File: src/rtl/tc_deframe_pkg.sv
package tc_deframe_pkg;
  localparam int unsigned GROUPS     = 9;
  localparam int unsigned GROUP_BITS = 10;
  localparam int unsigned SYNC_BITS  = 2;
  localparam int unsigned CRC_W      = 8;
  localparam int unsigned DATA_W     = GROUP_BITS - SYNC_BITS;
  localparam int unsigned SLOT_BITS  = GROUPS * DATA_W;
  localparam int unsigned GRP_W      = $clog2(GROUPS);
  localparam int unsigned OFF_W      = $clog2(GROUP_BITS);
endpackage

File: src/rtl/tc_pos_track.sv
module tc_pos_track #(
  parameter int unsigned GROUPS     = 9,
  parameter int unsigned GROUP_BITS = 10,
  localparam int unsigned GRP_W     = $clog2(GROUPS),
  localparam int unsigned OFF_W     = $clog2(GROUP_BITS)
) (
  input  logic             clk,
  input  logic             rst_n,
  input  logic             sol,
  input  logic             in_valid,
  output logic             take,
  output logic             last_bit,
  output logic [GRP_W-1:0] cur_grp,
  output logic [OFF_W-1:0] cur_off
);
  logic             active_q;
  logic [GRP_W-1:0] grp_q;
  logic [OFF_W-1:0] off_q;
  logic             grp_end;

  assign cur_grp  = sol ? '0 : grp_q;
  assign cur_off  = sol ? '0 : off_q;
  assign take     = in_valid && (sol || active_q);
  assign grp_end  = (cur_off == OFF_W'(GROUP_BITS - 1));
  assign last_bit = take && grp_end && (cur_grp == GRP_W'(GROUPS - 1));

  always_ff @(posedge clk or negedge rst_n) begin
    if (!rst_n) begin
      active_q <= 1'b0;
      grp_q    <= '0;
      off_q    <= '0;
    end else if (take) begin
      if (last_bit) begin
        active_q <= 1'b0;
        grp_q    <= '0;
        off_q    <= '0;
      end else begin
        active_q <= 1'b1;
        if (grp_end) begin
          off_q <= '0;
          grp_q <= cur_grp + 1'b1;
        end else begin
          off_q <= cur_off + 1'b1;
          grp_q <= cur_grp;
        end
      end
    end else if (sol) begin
      active_q <= 1'b1;
      grp_q    <= '0;
      off_q    <= '0;
    end
  end
endmodule

File: src/rtl/tc_slot_packer.sv
module tc_slot_packer #(
  parameter int unsigned GROUPS     = 9,
  parameter int unsigned GROUP_BITS = 10,
  parameter int unsigned SYNC_BITS  = 2,
  localparam int unsigned DATA_W    = GROUP_BITS - SYNC_BITS,
  localparam int unsigned SLOT_BITS = GROUPS * DATA_W,
  localparam int unsigned GRP_W     = $clog2(GROUPS),
  localparam int unsigned OFF_W     = $clog2(GROUP_BITS)
) (
  input  logic                 clk,
  input  logic                 rst_n,
  input  logic                 take,
  input  logic                 in_bit,
  input  logic [GRP_W-1:0]     cur_grp,
  input  logic [OFF_W-1:0]     cur_off,
  output logic [SLOT_BITS-1:0] shadow_nxt
);
  logic [SLOT_BITS-1:0] shadow_q;

  for (genvar g = 0; g < GROUPS; g++) begin : g_slot
    for (genvar b = 0; b < DATA_W; b++) begin : g_bit
      logic hit;
      assign hit = take && (cur_grp == GRP_W'(g)) && (cur_off == OFF_W'(b + SYNC_BITS));
      assign shadow_nxt[g*DATA_W + b] = hit ? in_bit : shadow_q[g*DATA_W + b];
    end
  end

  always_ff @(posedge clk or negedge rst_n) begin
    if (!rst_n) shadow_q <= '0;
    else        shadow_q <= shadow_nxt;
  end
endmodule

File: src/rtl/tc_check_lfsr.sv
module tc_check_lfsr #(
  parameter int unsigned CRC_W      = 8,
  parameter int unsigned GROUPS     = 9,
  parameter int unsigned GROUP_BITS = 10,
  parameter int unsigned SYNC_BITS  = 2,
  localparam int unsigned GRP_W     = $clog2(GROUPS),
  localparam int unsigned OFF_W     = $clog2(GROUP_BITS)
) (
  input  logic             clk,
  input  logic             rst_n,
  input  logic             sol,
  input  logic             take,
  input  logic             in_bit,
  input  logic [GRP_W-1:0] cur_grp,
  input  logic [OFF_W-1:0] cur_off,
  output logic [CRC_W-1:0] crc_q
);
  logic             covered;
  logic [CRC_W-1:0] base;

  // the check group's data bits are excluded; its sync bits are included
  assign covered = !((cur_grp == GRP_W'(GROUPS - 1)) && (cur_off >= OFF_W'(SYNC_BITS)));
  assign base    = sol ? '0 : crc_q;

  always_ff @(posedge clk or negedge rst_n) begin
    if (!rst_n)                crc_q <= '0;
    else if (take && covered)  crc_q <= {base[CRC_W-2:0], base[CRC_W-1] ^ in_bit};
    else if (sol)              crc_q <= '0;
  end
endmodule

File: src/rtl/tc_line_deframer.sv
module tc_line_deframer
  import tc_deframe_pkg::*;
(
  input  logic                 clk,
  input  logic                 rst_n,
  input  logic                 clr_i,
  input  logic                 sol_i,
  input  logic                 in_valid,
  input  logic                 in_bit,
  output logic                 in_ready,
  output logic [SLOT_BITS-1:0] slots_o,
  output logic [CRC_W-1:0]     crc_o,
  output logic                 crc_ok_o,
  output logic                 avail_o
);
  logic                 take;
  logic                 line_done;
  logic [GRP_W-1:0]     cur_grp;
  logic [OFF_W-1:0]     cur_off;
  logic [SLOT_BITS-1:0] shadow_nxt;
  logic [CRC_W-1:0]     crc_run;

  assign in_ready = 1'b1;

  tc_pos_track #(.GROUPS(GROUPS), .GROUP_BITS(GROUP_BITS)) u_pos (
    .clk(clk), .rst_n(rst_n), .sol(sol_i), .in_valid(in_valid),
    .take(take), .last_bit(line_done), .cur_grp(cur_grp), .cur_off(cur_off)
  );

  tc_slot_packer #(.GROUPS(GROUPS), .GROUP_BITS(GROUP_BITS), .SYNC_BITS(SYNC_BITS)) u_pack (
    .clk(clk), .rst_n(rst_n), .take(take), .in_bit(in_bit),
    .cur_grp(cur_grp), .cur_off(cur_off), .shadow_nxt(shadow_nxt)
  );

  tc_check_lfsr #(.CRC_W(CRC_W), .GROUPS(GROUPS), .GROUP_BITS(GROUP_BITS),
                  .SYNC_BITS(SYNC_BITS)) u_crc (
    .clk(clk), .rst_n(rst_n), .sol(sol_i), .take(take), .in_bit(in_bit),
    .cur_grp(cur_grp), .cur_off(cur_off), .crc_q(crc_run)
  );

  always_ff @(posedge clk or negedge rst_n) begin
    if (!rst_n) begin
      slots_o  <= '0;
      crc_o    <= '0;
      crc_ok_o <= 1'b0;
      avail_o  <= 1'b0;
    end else if (clr_i) begin
      slots_o  <= '0;
      crc_o    <= '0;
      crc_ok_o <= 1'b0;
      avail_o  <= 1'b0;
    end else if (line_done) begin
      slots_o  <= shadow_nxt;
      crc_o    <= crc_run;
      crc_ok_o <= (crc_run == shadow_nxt[SLOT_BITS-1 -: CRC_W]);
      avail_o  <= 1'b1;
    end
  end
endmodule

File: config.mk
export PLATFORM = sky130hd
export DESIGN_NAME = tc_line_deframer
export DESIGN_NICKNAME = d
export VERILOG_FILES = /design/src/rtl/tc_deframe_pkg.sv /design/src/rtl/tc_pos_track.sv /design/src/rtl/tc_slot_packer.sv /design/src/rtl/tc_check_lfsr.sv /design/src/rtl/tc_line_deframer.sv
export SDC_FILE = /design/constraint.sdc
export NUM_CORES = 1
export LEC_CHECK = 0
export ABC_CLOCK_PERIOD_IN_PS = 2150
export BUFFER_PORTS_ARGS = -buffer_cell sky130_fd_sc_hd__buf_2
export CAP_MARGIN = 10
export CORE_ASPECT_RATIO = 0.9
export CORE_MARGIN = 1.5
export CORE_UTILIZATION = 54
export CTS_BUF_LIST = sky130_fd_sc_hd__clkbuf_4 sky130_fd_sc_hd__clkbuf_8
export DETAILED_ROUTE_END_ITERATION = 7
export PLACE_DENSITY = 0.88
export SLEW_MARGIN = 20
export SYNTH_ARGS = -nofsm -noshare
export SYNTH_HDL_FRONTEND = slang
export SYNTH_SLANG_ARGS = --single-unit
File: constraint.sdc
create_clock -name clk -period 2.15 [get_ports clk]
set_input_delay 0.1075 -clock clk [delete_from_list [all_inputs] [get_ports clk]]
set_output_delay 0.1075 -clock clk [all_outputs]
set_load 0.01 [all_outputs]
After elaboration in Yosys (flattened, before gate mapping)
Index checks and enable logic that the tools add are counted.
{ "op_classes": {"shift": 0, "n_mul": 0, "addsub": 2, "n_bitwise": 1, "div": 0, "muxes": 93, "reduce_logical": 91, "n_lt_le_gt_ge": 1, "n_eq_ne": 17} }
{ "ops": {"columns": ["cell", "count"], "rows": [
  ["$mux 72", 2],
  ["$logic_and 1x1->1", 86],
  ["$mux 1", 79],
  ["$eq 4x3->1 const B", 8],
  ["$mux 4", 8],
  ["$mux 8", 4],
  ["$eq 4x2->1 const B", 4],
  ["$eq 4x4->1 const B", 3],
  ["$add 4x1->4 const B", 2],
  ["$eq 8x8->1", 1],
  ["$eq 4x1->1 const B", 1],
  ["$ge 4x2->1 const B", 1],
  ["$logic_not 4->1", 1],
  ["$reduce_bool 2->1", 2],
  ["$logic_not 1->1", 1],
  ["$logic_or 1x1->1", 1],
  ["$xor 1x1->1", 1]
]} }
{ "word_totals": {"out_inout_bits": 83, "ram_bits": 0, "word_cells": 214, "in_bits": 6, "register_bits": 171, "latchBits": 0, "rom_bits": 0, "mem_count": 0} }

Logic depth before layout (Yosys ltp)
{ "logic_depth": {"ltp_word": 8, "ltp_mapped": 11, "mapped_depth_nobuf": 7} }

Hierarchy
From an unflattened synthesis, not the netlist that was laid out.
{ "hier_totals": {"hier_cells": 631, "area_unflattened_um2": 7798.7} }
{ "by_module_without_submodules": {"columns": ["mod", "instances", "area_each_um2", "seq_area_each_um2", "cells_per_inst"], "rows": [
  ["tc_line_deframer", 1, 3472.1, 2052.0, 278],
  ["tc_slot_packer", 1, 3342.0, 1801.7, 264],
  ["tc_pos_track", 1, 611.8, 225.2, 60],
  ["tc_check_lfsr", 1, 372.9, 200.2, 29]
]} }

Worst setup path before layout
Ideal clock, no wire load.
{ "synth_timing": {"path_type": "input to register", "startpoint": "in sol_i", "endpoint": "reg slots_o[70]", "n_path_buf": 3, "required_ps": 2030, "setup_time_ps": 120, "setup_slack_ps": -161, "arrival_ps": 2190, "path_stages": 10, "cell_sequence": "buf_2 > clkbuf_1 > nand2b_1 > ha_1 > and4bb_2 > clkbuf_1 > and2_1 > nand2_1 > mux2_2 > o211a_1"} }
{ "synth_between": {"elab_chain_cells": 7, "elab_cells_between_ends": 15, "cone_classes": "eq/ne (3); mux (5); reduce/logical (7)"} }
{ "synth_rtl": {"columns": ["item", "line_no", "source"], "rows": [
  ["from (decl)", "tc_line_deframer.sv:7", "input logic sol_i,"],
  ["$mux 4 or $logic_or 1x1->1 (tied branches)", null, null],
  ["$eq 4x4->1 or $logic_and 1x1->1 (tied branches)", "tc_slot_packer.sv:23, tc_pos_track.sv:23", null],
  ["$logic_and 1x1->1", "tc_slot_packer.sv:23", "assign hit = take && (cur_grp == GRP_W'(g)) && (cur_off == OFF_W'(b + SYNC_BITS));"],
  ["$logic_and 1x1->1 (*)", "tc_slot_packer.sv:23", null],
  ["$mux 1 (*)", "tc_slot_packer.sv:24", "assign shadow_nxt[g*DATA_W + b] = hit ? in_bit : shadow_q[g*DATA_W + b];"],
  ["net shadow_nxt[70]", "tc_line_deframer.sv:20", "logic [SLOT_BITS-1:0] shadow_nxt;"],
  ["$mux 72 (*)", "tc_line_deframer.sv:52", "end else if (line_done) begin"],
  ["$mux 72 (*)", "tc_line_deframer.sv:47", "end else if (clr_i) begin"],
  ["to (signal assigned)", "tc_line_deframer.sv:53", "slots_o <= shadow_nxt;"],
  ["to (decl)", "tc_line_deframer.sv:11", "output logic [SLOT_BITS-1:0] slots_o,"]
]} }
Mark *: on every way through the listed nets, which the timed path passes. The rest lies on a longest branch. The select of a mux whose other input is x is not followed.
A chain may end at the register's enable or synchronous reset.

Final worst setup path
{ "layout_timing": {"startpoint": "reg u_pos.grp_q[0]", "endpoint": "reg slots_o[21]"} }
{ "layout_between": {"elab_chain_cells": 7, "elab_cells_between_ends": 10, "cone_classes": "eq/ne (2); mux (4); reduce/logical (4)"} }
{ "layout_rtl": {"columns": ["item", "line_no", "source"], "rows": [
  ["from (decl)", "tc_pos_track.sv:17", "logic [GRP_W-1:0] grp_q;"],
  ["from (signal assigned)", "tc_pos_track.sv:41", "grp_q <= cur_grp + 1'b1;"],
  ["from (signal assigned)", "tc_pos_track.sv:44", "grp_q <= cur_grp;"],
  ["$mux 4 (*)", null, null],
  ["$eq 4x2->1", "tc_slot_packer.sv:23", null],
  ["$logic_and 1x1->1 (2 in series)", "tc_slot_packer.sv:23", null],
  ["$mux 1", "tc_slot_packer.sv:24", null],
  ["$mux 72", "tc_line_deframer.sv:52", null],
  ["$mux 72", "tc_line_deframer.sv:47", null]
]} }
Every way passes the cells marked *; elsewhere a longest branch is shown, timed or not. The select of a mux whose other input is x is not followed.

==> impl_metrics.prom <==
# TYPE chip_impl_metric gauge
chip_impl_info{name="path_class",value="reg2reg"} 1
chip_impl_metric{name="slew_worst_pin",unit="ns"} 0.575
chip_impl_metric{name="number_of_buffers_created_by_cts",unit=""} 17
chip_impl_metric{name="antenna_cells",unit=""} 0
chip_impl_metric{name="maxSlewHeadroom",unit=""} 0.613
chip_impl_info{name="crit_path_top_delay_cell",value="dfrtp_1"} 1
chip_impl_metric{name="final_hold_viol_count",unit=""} 0
chip_impl_metric{name="final_max_slew_viol_count",unit=""} 0
chip_impl_metric{name="max_clock_freq",unit="MHz"} 480
chip_impl_metric{name="synth-simple-area-share",unit=""} 0.113
chip_impl_metric{name="finClkSkew",unit="ns"} 0.0119
chip_impl_metric{name="async_flop_share",unit=""} 1.00
chip_impl_metric{name="post_synth_xor_area_fraction",unit=""} 0.00723
chip_impl_info{name="type_of_element_capturing_the_critical_path",value="flop"} 1
chip_impl_metric{name="floorplan.initialDensity",unit=""} 0.548
chip_impl_metric{name="min_period",unit="ns"} 2.08
chip_impl_metric{name="yosysUniqueCellTypes",unit=""} 58
chip_impl_metric{name="route.vias.total",unit=""} 5735
chip_impl_metric{name="layout.filler_cells",unit=""} 955
chip_impl_metric{name="synth_cells",unit=""} 630
chip_impl_metric{name="num_rows",unit=""} 40
chip_impl_metric{name="drt_wl_total",unit="mm"} 19.2
chip_impl_metric{name="dieArea",unit="um2"} 14200
chip_impl_info{name="critical-path-top-delay-family",value="simple AND/OR/NAND/NOR gates"} 1
chip_impl_metric{name="core_region_area",unit="um2"} 13300
chip_impl_metric{name="detail-route-antenna-nets",unit=""} 0
chip_impl_metric{name="num-nets-final",unit=""} 755
chip_impl_metric{name="synth-compound-area-share",unit=""} 0.194
chip_impl_metric{name="worst_setup_slack_for_register_to_register_paths",unit="ns"} 0.07
chip_impl_metric{name="number_of_antenna_violations_at_the_first_check_in_global_routing",unit=""} 0
chip_impl_metric{name="final.period_utilization",unit=""} 0.969
chip_impl_metric{name="firstDrtPassIters",unit=""} 6
chip_impl_metric{name="power_after_layout",unit="mW"} 5.83
chip_impl_metric{name="syn_to_final_growth",unit="%"} 19.6
chip_impl_metric{name="synth.mux.area_fraction",unit=""} 0.0559
chip_impl_metric{name="number_of_enable_type_register_cells_in_the_synthesized_netlist",unit=""} 0
chip_impl_metric{name="floorplan.die.height",unit="um"} 113
chip_impl_metric{name="ports_placed_on_the_boundary",unit=""} 89
chip_impl_metric{name="mappedNetlistNets",unit=""} 640
chip_impl_metric{name="cp_max_fo",unit=""} 16
chip_impl_metric{name="finalSetupViolCount",unit=""} 0
chip_impl_metric{name="grt_pass1_vias",unit=""} 5488
chip_impl_metric{name="ir_drop",unit="uV"} 697
chip_impl_info{name="synth_top_family_by_area",value="compound AO/OA/AOI/OAI gates"} 1
chip_impl_info{name="root_buffer",value="clkbuf_8"} 1
chip_impl_metric{name="post-route-util",unit=""} 0.656
chip_impl_metric{name="clk_path_buf_depth",unit=""} 2
chip_impl_metric{name="worstPathArrival",unit="ns"} 2.48
chip_impl_metric{name="timing.critical_path.buf_inv",unit=""} 3
chip_impl_metric{name="ys_seq_area_frac",unit=""} 0.585
chip_impl_metric{name="die_w",unit="um"} 125
chip_impl_metric{name="syn-cell-area",unit="um2"} 7270
chip_impl_metric{name="pin_count_of_the_biggest_net_entering_global_routing",unit=""} 67
chip_impl_metric{name="final_design_area_no_fill",unit="um2"} 8700
chip_impl_info{name="status",value="finished clean"} 1
chip_impl_metric{name="hold_ws",unit="ns"} 0.0508
chip_impl_info{name="hold_class",value="in2reg"} 1
chip_impl_metric{name="grt_pass1_wl",unit="mm"} 28.9
chip_impl_metric{name="power_leakage",unit="nW"} 4.32
chip_impl_metric{name="yosys_warnings",unit=""} 0
chip_impl_metric{name="clk-insertion-delay-late",unit="ns"} 0.46
chip_impl_metric{name="cp.required",unit="ns"} 2.54
chip_impl_metric{name="slowest_delay",unit="ns"} 0.40
chip_impl_metric{name="multiInputGateArea",unit="um2"} 2790
chip_impl_info{name="cts_tree",value="built"} 1
chip_impl_metric{name="maxCapViolations",unit=""} 0
chip_impl_metric{name="syn_area_per_cell",unit="um2"} 11.5
chip_impl_metric{name="cts.reportedPaths.clkPinSlew",unit="ns"} 0.09
chip_impl_metric{name="grt_overflow",unit=""} 0
chip_impl_metric{name="power_density",unit="nW/um2"} 670
chip_impl_info{name="path_common_cell",value="buf_4"} 1
chip_impl_metric{name="post-dp-hpwl",unit="mm"} 12.3
chip_impl_metric{name="synth_adder_area_share",unit=""} 0.00688
chip_impl_metric{name="ys_seq_elements",unit=""} 170
chip_impl_metric{name="final_layout_size_suffix_gt1_frac",unit=""} 0.314
chip_impl_metric{name="placed_area",unit="um2"} 8140
chip_impl_metric{name="post-route-drc-count",unit=""} 0
chip_impl_metric{name="number_of_levels_the_h_tree_was_split_into",unit=""} 4
chip_impl_metric{name="drt_iter0_drc",unit=""} 590
chip_impl_metric{name="final-seq-area",unit="um2"} 4260
chip_impl_metric{name="gpl.final_weighted_congestion",unit=""} 0.943
chip_impl_metric{name="buffer_ports.inserted",unit=""} 87
chip_impl_metric{name="gr-usage-all-layers",unit=""} 0.261
chip_impl_info{name="ys_dominant_reg_cell",value="dfrtp_1"} 1
chip_impl_metric{name="wire_per_inst",unit="um"} 20.7
chip_impl_info{name="path_cells",value="nand2b_1, ha_2, and4bb_4, nand2_2, buf_4, nor3_4, buf_4, clkbuf_16, a22o_1"} 1
chip_impl_metric{name="drt-vias-per-instance",unit=""} 6.19
chip_impl_info{name="cp-start-kind",value="flop"} 1
chip_impl_metric{name="clkSinkCount",unit=""} 170
kinds of logic after synthesis:
kind of cell	after synthesis
buf+inv	62
mux	37
simple gates	157
compound gates	193
xor+xnor	6
other cells	1
flops	170
fa+ha+maj	4
layout make-up:
| type | count | area share |
|---|---|---|
| clock inverters | 8 | 0.00964 |
| multi-input cells | 398 | 0.321 |
| inverters | 9 | 0.00388 |
| flip-flops and latches | 170 | 0.490 |
| repair buffers | 149 | 0.115 |
| clock buffers | 24 | 0.0365 |
| well taps | 168 | 0.0242 |
worst reg2reg max path: cells and delay by family (launching register included):
kind,cells,cell delay [ns]
adders and majority gates,1,0.20
DFF,1,0.40
buffers and inverters,3,0.58
and+or+nand+nor,4,0.70
AOI/OAI and AO/OA,1,0.14
final timing paths:
path,from,end,cells past startpoint
min in group asynchronous,rst_n,avail_o,2
min reg2reg,u_pack.shadow_q[46],u_pack.shadow_q[46],2
max in group asynchronous,rst_n,slots_o[38],3
min,in_bit,u_pack.shadow_q[69],4
max,u_pos.grp_q[0],slots_o[21],9
max reg2reg,u_pos.grp_q[0],slots_o[21],9
synth_stat cells (7+ instances only):
master	instances	share of area
dfrtp_1	170	0.59
a22o_1	64	0.077
nor2_1	48	0.025
o21ai_0	40	0.028
o31ai_1	37	0.038
clkbuf_1	36	0.019
nand2_1	36	0.019
mux2_2	29	0.045
a21oi_1	17	0.012
nand3_1	17	0.012
buf_2	14	0.0096
inv_1	8	0.0041
mux2i_1	8	0.011
nor3_1	7	0.0048
per-layer routing:
metal / track usage / vias to the layer above / part of all wire
met5: 0 / - / 0
met4: 0.0750 / 0 / 0.013
met1: 0.368 / 2922 / 0.43
li1: - / 2523 / -
met2: 0.409 / 263 / 0.48
met3: 0.0619 / 27 / 0.074
stage by stage:
step | worst slack (ns) | cells | TNS [ns]
final | 0.0673 | 926 | 0
after global routing | -0.0125 | 926 | -0.0696
after CTS | 0.0260 | 917 | 0
after detailed placement | -0.0239 | 884 | -0.0337
after global placement | 0.0258 | 884 | 0
after floorplan | -0.0266 | 630 | -1.31
state kept, by name, summed over array words and instances (netlist names):
register and cells:
avail_o 1, slots_o 72, u_pack.shadow_q 71, u_pos.grp_q 4, u_pos.active_q 1, u_crc.crc_q 8, crc_o 8, u_pos.off_q 4
crc_ok_o 1
placed cells by master (no fill, tap or decap), types with 22 or more instances in the layout:
cell	count
o31ai_1	37
nand2_1	34
buf_4	52
buf_2	86
mux2_2	29
clkbuf_8	22
dfrtp_1	167
o21ai_0	40
nor2_1	47
a22o_1	64
repair_timing:
| action | 4_1_cts | 5_1_grt |
|---|---|---|
| hold buffers | 1 | 0 |
| gates cloned | 0 | 3 |
| pin swaps | 0 | 1 |
| buffers inserted | 0 | 6 |
| endpoints found under the setup margin | 8 | 67 |
| hold endpoints to repair | 91 | 0 |
| gates resized for setup | 2 | 15 |
where the power goes:
| group | total (mW) | switching, mW | leakage, nW | internal, mW |
|---|---|---|---|---|
| combinational | 0.339 | 0.229 | 1.75 | 0.110 |
| clock | 2.24 | 1.13 | 0.211 | 1.11 |
| sequential | 3.25 | 0.0236 | 2.36 | 3.23 |
Note: power is estimated with default switching activity, not from simulation.
